[src/rtl/isv_pkg.sv]
package isv_pkg;
   localparam int SEL_W  = 16;
   localparam int DESC_W = 64;

   typedef enum logic [1:0] {
      FC_NONE  = 2'd0,
      FC_TASK  = 2'd1,
      FC_STACK = 2'd2,
      FC_PROT  = 2'd3
   } fault_e;

   typedef enum logic [1:0] {
      SP_TSS = 2'd0,
      SP_GDT = 2'd1,
      SP_LDT = 2'd2
   } space_e;

   typedef struct packed {
      fault_e            cls;
      logic [SEL_W-1:0]  err;
   } fault_t;
endpackage

[src/rtl/isv_tss_locate.sv]
module isv_tss_locate #(
   parameter int AW = 32
) (
   input  logic [1:0]    dpl_i,
   input  logic          tss32_i,
   input  logic [AW-1:0] limit_i,
   output logic [AW-1:0] ptr_off_o,
   output logic [AW-1:0] sel_off_o,
   output logic          over_o
);
   localparam int REACH32 = 7;
   localparam int REACH16 = 4;

   logic [AW-1:0] last_byte;

   // 32-bit area: dpl*8+4; 16-bit area: dpl*4+2
   assign ptr_off_o = tss32_i ? AW'({dpl_i, 3'b100}) : AW'({dpl_i, 2'b10});
   assign sel_off_o = ptr_off_o + (tss32_i ? AW'(4) : AW'(2));
   assign last_byte = ptr_off_o + (tss32_i ? AW'(REACH32) : AW'(REACH16));
   assign over_o    = last_byte > limit_i;
endmodule

[src/rtl/isv_sel_check.sv]
module isv_sel_check import isv_pkg::*; #(
   parameter int AW = 32
) (
   input  logic [SEL_W-1:0] sel_i,
   input  logic [1:0]       code_dpl_i,
   input  logic [AW-1:0]    gdt_limit_i,
   input  logic [AW-1:0]    ldt_limit_i,
   input  logic             ext_i,
   output fault_t           flt_o
);
   logic [AW-1:0] tab_limit;
   logic [AW-1:0] sel_end;

   assign tab_limit = sel_i[2] ? ldt_limit_i : gdt_limit_i;
   assign sel_end   = AW'({sel_i[SEL_W-1:3], 3'b111});

   always_comb begin
      flt_o = '{cls: FC_NONE, err: '0};
      if (sel_i[SEL_W-1:2] == '0)
         flt_o = '{cls: FC_TASK, err: {{(SEL_W-1){1'b0}}, ext_i}};
      else if ((sel_end > tab_limit) || (sel_i[1:0] != code_dpl_i))
         flt_o = '{cls: FC_TASK, err: {sel_i[SEL_W-1:2], 1'b0, ext_i}};
   end
endmodule

[src/rtl/isv_stack_check.sv]
module isv_stack_check import isv_pkg::*; #(
   parameter int AW      = 32,
   parameter bit GRAN_EN = 1'b1
) (
   input  logic [DESC_W-1:0] desc_i,
   input  logic [SEL_W-1:0]  sel_i,
   input  logic [1:0]        code_dpl_i,
   input  logic [AW-1:0]     sp_i,
   input  logic              gate32_i,
   input  logic              push_err_i,
   input  logic              ext_i,
   output fault_t            flt_o
);
   localparam int LIM_W = 32;

   logic [19:0]      lim_raw;
   logic [LIM_W-1:0] lim_eff;
   logic [4:0]       room;
   logic             data_wr;
   logic             room_ok;
   logic [SEL_W-1:0] sel_err;
   logic             desc_unused;

   assign lim_raw = {desc_i[51:48], desc_i[15:0]};

   if (GRAN_EN) begin : g_gran
      assign lim_eff = desc_i[55] ? {lim_raw, 12'hFFF} : {12'h000, lim_raw};
   end else begin : g_flat
      assign lim_eff = {12'h000, lim_raw};
   end

   assign desc_unused = ^{desc_i[39:16], desc_i[42], desc_i[40], desc_i[63:52]};

   assign room    = gate32_i ? (push_err_i ? 5'd24 : 5'd20)
                             : (push_err_i ? 5'd12 : 5'd10);
   assign data_wr = desc_i[44] & ~desc_i[43] & desc_i[41];
   assign room_ok = (sp_i >= AW'(room)) && ((sp_i - AW'(1)) <= AW'(lim_eff));
   assign sel_err = {sel_i[SEL_W-1:2], 1'b0, ext_i};

   always_comb begin
      flt_o = '{cls: FC_NONE, err: '0};
      if ((desc_i[46:45] != code_dpl_i) || !data_wr)
         flt_o = '{cls: FC_TASK, err: sel_err};
      else if (!desc_i[47] || !room_ok)
         flt_o = '{cls: FC_STACK, err: sel_err};
   end
endmodule

[src/rtl/istk_switch_validator.sv]
module istk_switch_validator import isv_pkg::*; #(
   parameter int AW      = 32,
   parameter bit GRAN_EN = 1'b1
) (
   input  logic              clk,
   input  logic              rst_n,
   input  logic              start,
   input  logic [1:0]        tgt_dpl,
   input  logic              tss32,
   input  logic [AW-1:0]     tss_limit,
   input  logic [15:0]       tss_sel,
   input  logic              gate32,
   input  logic              push_err,
   input  logic              ext_evt,
   input  logic [AW-1:0]     gdt_limit,
   input  logic [AW-1:0]     ldt_limit,
   input  logic [AW-1:0]     cs_limit,
   input  logic [AW-1:0]     entry_ip,
   output logic              mem_req,
   output logic [1:0]        mem_space,
   output logic [AW-1:0]     mem_addr,
   input  logic              mem_valid,
   input  logic [63:0]       mem_rdata,
   output logic              busy,
   output logic              done,
   output logic [1:0]        fault_cls,
   output logic [15:0]       err_code,
   output logic [15:0]       new_ss,
   output logic [AW-1:0]     new_sp
);
   if (AW < 32) begin : g_bad_aw
      $error("istk_switch_validator: AW must be at least 32");
   end

   typedef enum logic [2:0] {
      ST_IDLE, ST_LOC, ST_PTR, ST_SEL, ST_DESC, ST_DONE
   } state_e;

   state_e           state;
   logic [1:0]       dpl_q;
   logic             tss32_q, gate32_q, perr_q, ext_q;
   logic [AW-1:0]    tlim_q, glim_q, llim_q, cslim_q, ip_q, sp_q;
   logic [SEL_W-1:0] tsel_q, sel_q;
   fault_e           res_cls;
   logic [SEL_W-1:0] res_err, res_ss;
   logic [AW-1:0]    res_sp;

   logic [AW-1:0]    ptr_off, sel_off;
   logic             tss_over;
   fault_t           sel_flt, stk_flt;

   isv_tss_locate #(.AW(AW)) u_locate (
      .dpl_i(dpl_q), .tss32_i(tss32_q), .limit_i(tlim_q),
      .ptr_off_o(ptr_off), .sel_off_o(sel_off), .over_o(tss_over)
   );

   isv_sel_check #(.AW(AW)) u_selchk (
      .sel_i(mem_rdata[SEL_W-1:0]), .code_dpl_i(dpl_q),
      .gdt_limit_i(glim_q), .ldt_limit_i(llim_q), .ext_i(ext_q),
      .flt_o(sel_flt)
   );

   isv_stack_check #(.AW(AW), .GRAN_EN(GRAN_EN)) u_stkchk (
      .desc_i(mem_rdata), .sel_i(sel_q), .code_dpl_i(dpl_q), .sp_i(sp_q),
      .gate32_i(gate32_q), .push_err_i(perr_q), .ext_i(ext_q),
      .flt_o(stk_flt)
   );

   always_ff @(posedge clk or negedge rst_n) begin
      if (!rst_n) begin
         state   <= ST_IDLE;
         dpl_q   <= '0;  tss32_q <= 1'b0; gate32_q <= 1'b0;
         perr_q  <= 1'b0; ext_q  <= 1'b0;
         tlim_q  <= '0;  glim_q <= '0; llim_q <= '0;
         cslim_q <= '0;  ip_q   <= '0; sp_q   <= '0;
         tsel_q  <= '0;  sel_q  <= '0;
         res_cls <= FC_NONE; res_err <= '0; res_ss <= '0; res_sp <= '0;
      end else begin
         case (state)
            ST_IDLE: if (start) begin
               dpl_q   <= tgt_dpl;   tss32_q <= tss32;    gate32_q <= gate32;
               perr_q  <= push_err;  ext_q   <= ext_evt;
               tlim_q  <= tss_limit; glim_q  <= gdt_limit; llim_q <= ldt_limit;
               cslim_q <= cs_limit;  ip_q    <= entry_ip;  tsel_q <= tss_sel;
               res_cls <= FC_NONE; res_err <= '0; res_ss <= '0; res_sp <= '0;
               state   <= ST_LOC;
            end
            ST_LOC: if (tss_over) begin
               res_cls <= FC_TASK;
               res_err <= {tsel_q[SEL_W-1:2], 1'b0, ext_q};
               state   <= ST_DONE;
            end else begin
               state   <= ST_PTR;
            end
            ST_PTR: if (mem_valid) begin
               sp_q  <= tss32_q ? AW'(mem_rdata[31:0]) : AW'(mem_rdata[15:0]);
               state <= ST_SEL;
            end
            ST_SEL: if (mem_valid) begin
               sel_q <= mem_rdata[SEL_W-1:0];
               if (sel_flt.cls != FC_NONE) begin
                  res_cls <= sel_flt.cls;
                  res_err <= sel_flt.err;
                  state   <= ST_DONE;
               end else begin
                  state   <= ST_DESC;
               end
            end
            ST_DESC: if (mem_valid) begin
               if (stk_flt.cls != FC_NONE) begin
                  res_cls <= stk_flt.cls;
                  res_err <= stk_flt.err;
               end else if (ip_q > cslim_q) begin
                  res_cls <= FC_PROT;
                  res_err <= '0;
               end else begin
                  res_ss  <= sel_q;
                  res_sp  <= sp_q;
               end
               state <= ST_DONE;
            end
            default: state <= ST_IDLE;
         endcase
      end
   end

   always_comb begin
      mem_addr  = '0;
      mem_space = SP_TSS;
      case (state)
         ST_PTR:  mem_addr = ptr_off;
         ST_SEL:  mem_addr = sel_off;
         ST_DESC: begin
            mem_addr  = AW'({sel_q[SEL_W-1:3], 3'b000});
            mem_space = sel_q[2] ? SP_LDT : SP_GDT;
         end
         default: ;
      endcase
   end

   assign mem_req   = (state == ST_PTR) || (state == ST_SEL) || (state == ST_DESC);
   assign busy      = (state != ST_IDLE);
   assign done      = (state == ST_DONE);
   assign fault_cls = res_cls;
   assign err_code  = res_err;
   assign new_ss    = res_ss;
   assign new_sp    = res_sp;

   a_r12_done_pulse: assert property (@(posedge clk) disable iff (!rst_n)
      done |=> !done);
   a_r12_busy_with_done: assert property (@(posedge clk) disable iff (!rst_n)
      done |-> busy);
   a_r13_fetch_hold: assert property (@(posedge clk) disable iff (!rst_n)
      (mem_req && !mem_valid) |=> (mem_req && $stable(mem_addr) && $stable(mem_space)));
   a_r3_fetch_in_limit: assert property (@(posedge clk) disable iff (!rst_n)
      (mem_req && mem_space == SP_TSS) |-> !tss_over);
   a_r9_gp_zero: assert property (@(posedge clk) disable iff (!rst_n)
      (done && fault_cls == FC_PROT) |-> (err_code == '0));
   a_r14_ext_flag: assert property (@(posedge clk) disable iff (!rst_n)
      (done && (fault_cls == FC_TASK || fault_cls == FC_STACK)) |-> (err_code[0] == ext_q));
   a_r11_ok_result: assert property (@(posedge clk) disable iff (!rst_n)
      (done && fault_cls == FC_NONE) |-> (new_ss[15:2] != '0 && err_code == '0));
endmodule

[config.mk]
export PLATFORM = sky130hd
export DESIGN_NAME = istk_switch_validator
export DESIGN_NICKNAME = d
export VERILOG_FILES = /design/src/rtl/isv_pkg.sv /design/src/rtl/isv_tss_locate.sv /design/src/rtl/isv_sel_check.sv /design/src/rtl/isv_stack_check.sv /design/src/rtl/istk_switch_validator.sv
export SDC_FILE = /design/constraint.sdc
export NUM_CORES = 1
export LEC_CHECK = 0
export CORE_ASPECT_RATIO = 0.7
export CORE_MARGIN = 2
export CORE_UTILIZATION = 25
export DETAILED_ROUTE_END_ITERATION = 10
export DONT_BUFFER_PORTS = 1
export PLACE_DENSITY = 0.5
export SYNTH_ARGS = -nofsm -noshare
export SYNTH_HDL_FRONTEND = slang
export SYNTH_SLANG_ARGS = --single-unit
export TNS_END_PERCENT = 20
[constraint.sdc]
create_clock -name clk -period 5.9 [get_ports clk]
set_input_delay 1.18 -clock clk [delete_from_list [all_inputs] [get_ports clk]]
set_output_delay 1.18 -clock clk [all_outputs]
set_load 0.02 [all_outputs]
==> results_dict.tcl <==
set metrics [dict create \
    reg2reg_to "err_code[15]$_DFFE_PN0P_" \
    grtUsageTotal_pct 14.65 \
    hp-class "in -> async" \
    ctsRootBufferMaster "clkbuf_16" \
    yosys_warnings 0 \
    clock_path_buffers 3 \
    drt_first_pass_iters 5 \
    cp-start-kind "register" \
    via_count 10010 \
    required_ns 6.34 \
    yosysUniqueCellTypes 67 \
    r2r_start "sp_q[10]$_DFFE_PN0P_" \
    drive_gt1_share_pct 21.16 \
    synth_area_um2 14870 \
    rsz0062_at_grt "false" \
    worstSkewPairLatency_ns 0.57 \
    syn_to_final_growth_pct 14.06 \
    path_clk_slew_ns 0.06 \
    ff2ff_setup_slack_ns 0.84 \
    placed_area_um2 15640 \
    setup_viol 0 \
    drt-total-wl_mm 45.21 \
    finalMaxSlewViolations 0 \
    post_cts_resized 0 \
    crit_fanout 17 \
    fmax_mhz 197.8 \
    status "complete, no violations" \
    final_antenna_net_count 0 \
    synth_cells 1316 \
    arrival_ns 5.50 \
    grt_pass1_wl_mm 66.98 \
    max-slew-margin-rel_pct 8.637 \
    syn_area_per_cell_um2 11.30 \
    drt_iter0_drc 725 \
    vias_per_cell 4.686 \
    reg2regPathDepth 14 \
    finalClockSkew_ns 0.03055 \
    final_core_util_pct 28.94 \
    dp_hpwl_mm 33.36 \
    hold_buffers 0 \
    cts_tree "yes" \
    fin_crit_sh_pct 85.68 \
    dieWidth_um 295.5 \
    die_height_um 208.0 \
    cpMostUsedCell "nand4_1" \
    crit_type "reg -> reg" \
    critPathCaptureType "register" \
    dieArea_um2 61470 \
    numCtsBuffers 36 \
    period_minus_slack_ns 5.055 \
    synth_edf_count 0 \
    cts.sinks 296 \
    dp_cells 2061 \
    place_congestion 0.8346 \
    fin_area_um2 16960 \
    max-cap-violations 0 \
    htreeDepth 2 \
    post-route-drc-count 0 \
    grt-ovfl-total 0 \
    finalHoldViolations 0 \
    power_density_nw_per_um2 551.3 \
    io_buffer_count 0 \
    grt_pass1_vias 10020 \
    tightest_slew_ns 1.370 \
    cp_slowest_cell "a41oi_4" \
    p_leak_uw 0.007484 \
    synth_ff_type "dfrtp_1" \
    async_flop_share_pct 100.0 \
    crit_path_cell_trace "nor4_1, nand4_1, nor2_1, nand3_1, nor3_1, xor2_1, ha_1, nand4_1, or4_1, nand2b_1, a21oi_4, nor3_2, a41oi_4, mux2_2" \
    core_area_um2 58610 \
    ir_worst_vdd_v 0.0002710 \
    critPathLaunch "sp_q[10]$_DFFE_PN0P_" \
    max_stage_delay_ns 0.77 \
    ys_seq_area_share_pct 49.82 \
    antenna_found_initial 26 \
    routedWlPerCell_um 21.17 \
    fin_nets 1641 \
    ys_ff_latch 296 \
    num_io_pins 353 \
    fin_cells 2136 \
    rows 74 \
    grt_max_degree 297 \
    layout_commonest_cell "dfrtp_1" \
    cts_setup_buffers 0 \
    total_power_uw 9349 \
    start_util_pct 25.37 \
    final_cell_mix "dfrtp_1, mux2_2, nand2_1" \
    tns_ns 0 \
]
layer usage:
layer	part of all wire, %	routed length [um]	vias to the layer above	track usage, %
li1	-	-	4659	-
met1	45	20360	4955	19.85
met2	42	18770	305	20.69
met3	11	5075	70	7.018
met4	1.9	873	20	3.763
met5	0.29	129	-	0
flip-flops by register name, summed over array words and instances, names as in the netlist, 16 cells and up:
| name | count |
|---|---|
| sel_q | 16 |
| sp_q | 32 |
| tlim_q | 32 |
| new_ss | 16 |
| new_sp | 32 |
| cslim_q | 32 |
| ip_q | 32 |
| llim_q | 32 |
| glim_q | 32 |
power by group:
part	internal, uW	switching [uW]	leakage (uW)
clock network	1460	966	0.000636
registers	2880	729	0.00367
logic	1610	1710	0.00317
total	5950	3400	0.00748
metrics by stage:
step           worst slack, ns  hold WS, ns
3_3_place_gp            0.8595       0.4732
3_5_place_dp            0.8111       0.4862
2_1_floorplan            1.346       0.4603
5_1_grt                 0.4721       0.2898
4_1_cts                 0.7693       0.2678
6_report                0.8446       0.3509
kinds of logic after synthesis:
| group | count (synthesis) | synth area share (%) |
|---|---|---|
| fa+ha+maj | 90 | 7.574 |
| other cells | 1 | 0.02522 |
| flops | 296 | 49.82 |
| xor+xnor | 34 | 2.003 |
| simple gates | 303 | 9.695 |
| compound gates | 235 | 10.39 |
| buf+inv | 146 | 4.469 |
| mux | 211 | 16.02 |
cell type report:
type                            instances  area, um^2
Multi-Input combinational cell        891        6885
Tap cell                              798       998.5
Inverter                               65       244.0
Clock inverter                         18       279.0
Antenna cell                           10       25.02
Clock buffer                           47        1012
Timing Repair Buffer                   11       107.6
Fill cell                            6033       41650
Sequential cell                       296        7407
how the worst max path moves through the flow:
| stage | to | depth (start not counted) |
|---|---|---|
| floorplan | err_code[10]$_DFFE_PN0P_ | 13 |
| global placement | err_code[2]$_DFFE_PN0P_ | 14 |
| detailed placement | err_code[15]$_DFFE_PN0P_ | 14 |
| CTS | err_code[15]$_DFFE_PN0P_ | 14 |
| global route | err_code[15]$_DFFE_PN0P_ | 14 |
| finish | err_code[15]$_DFFE_PN0P_ | 14 |
synth_stat cells, types with 21 or more instances:
cell      count  area share, %
o21ai_0      93            3.1
mux2i_1      22            1.5
clkbuf_1     49            1.2
a21oi_1      42            1.4
nor4_1       21           0.88
nand2_1     138            3.5
mux2_2      180             14
dfrtp_1     296             50
buf_4        21            1.1
inv_1        64            1.6
a22o_1       46            2.7
nand4_1      21           0.88
ha_1         90            7.6
nor2_1       49            1.2
worst max-delay path: cells and delay by family, from the launching register on:
kind	cells	cell delay, ns
and+or+nand+nor	9	2.71
AOI/OAI and AO/OA	2	0.96
muxes	1	0.42
adders and majority gates	1	0.30
xor gates and xnor gates	1	0.11
DFF	1	0.44
Note: power is estimated with default switching activity, not from simulation.
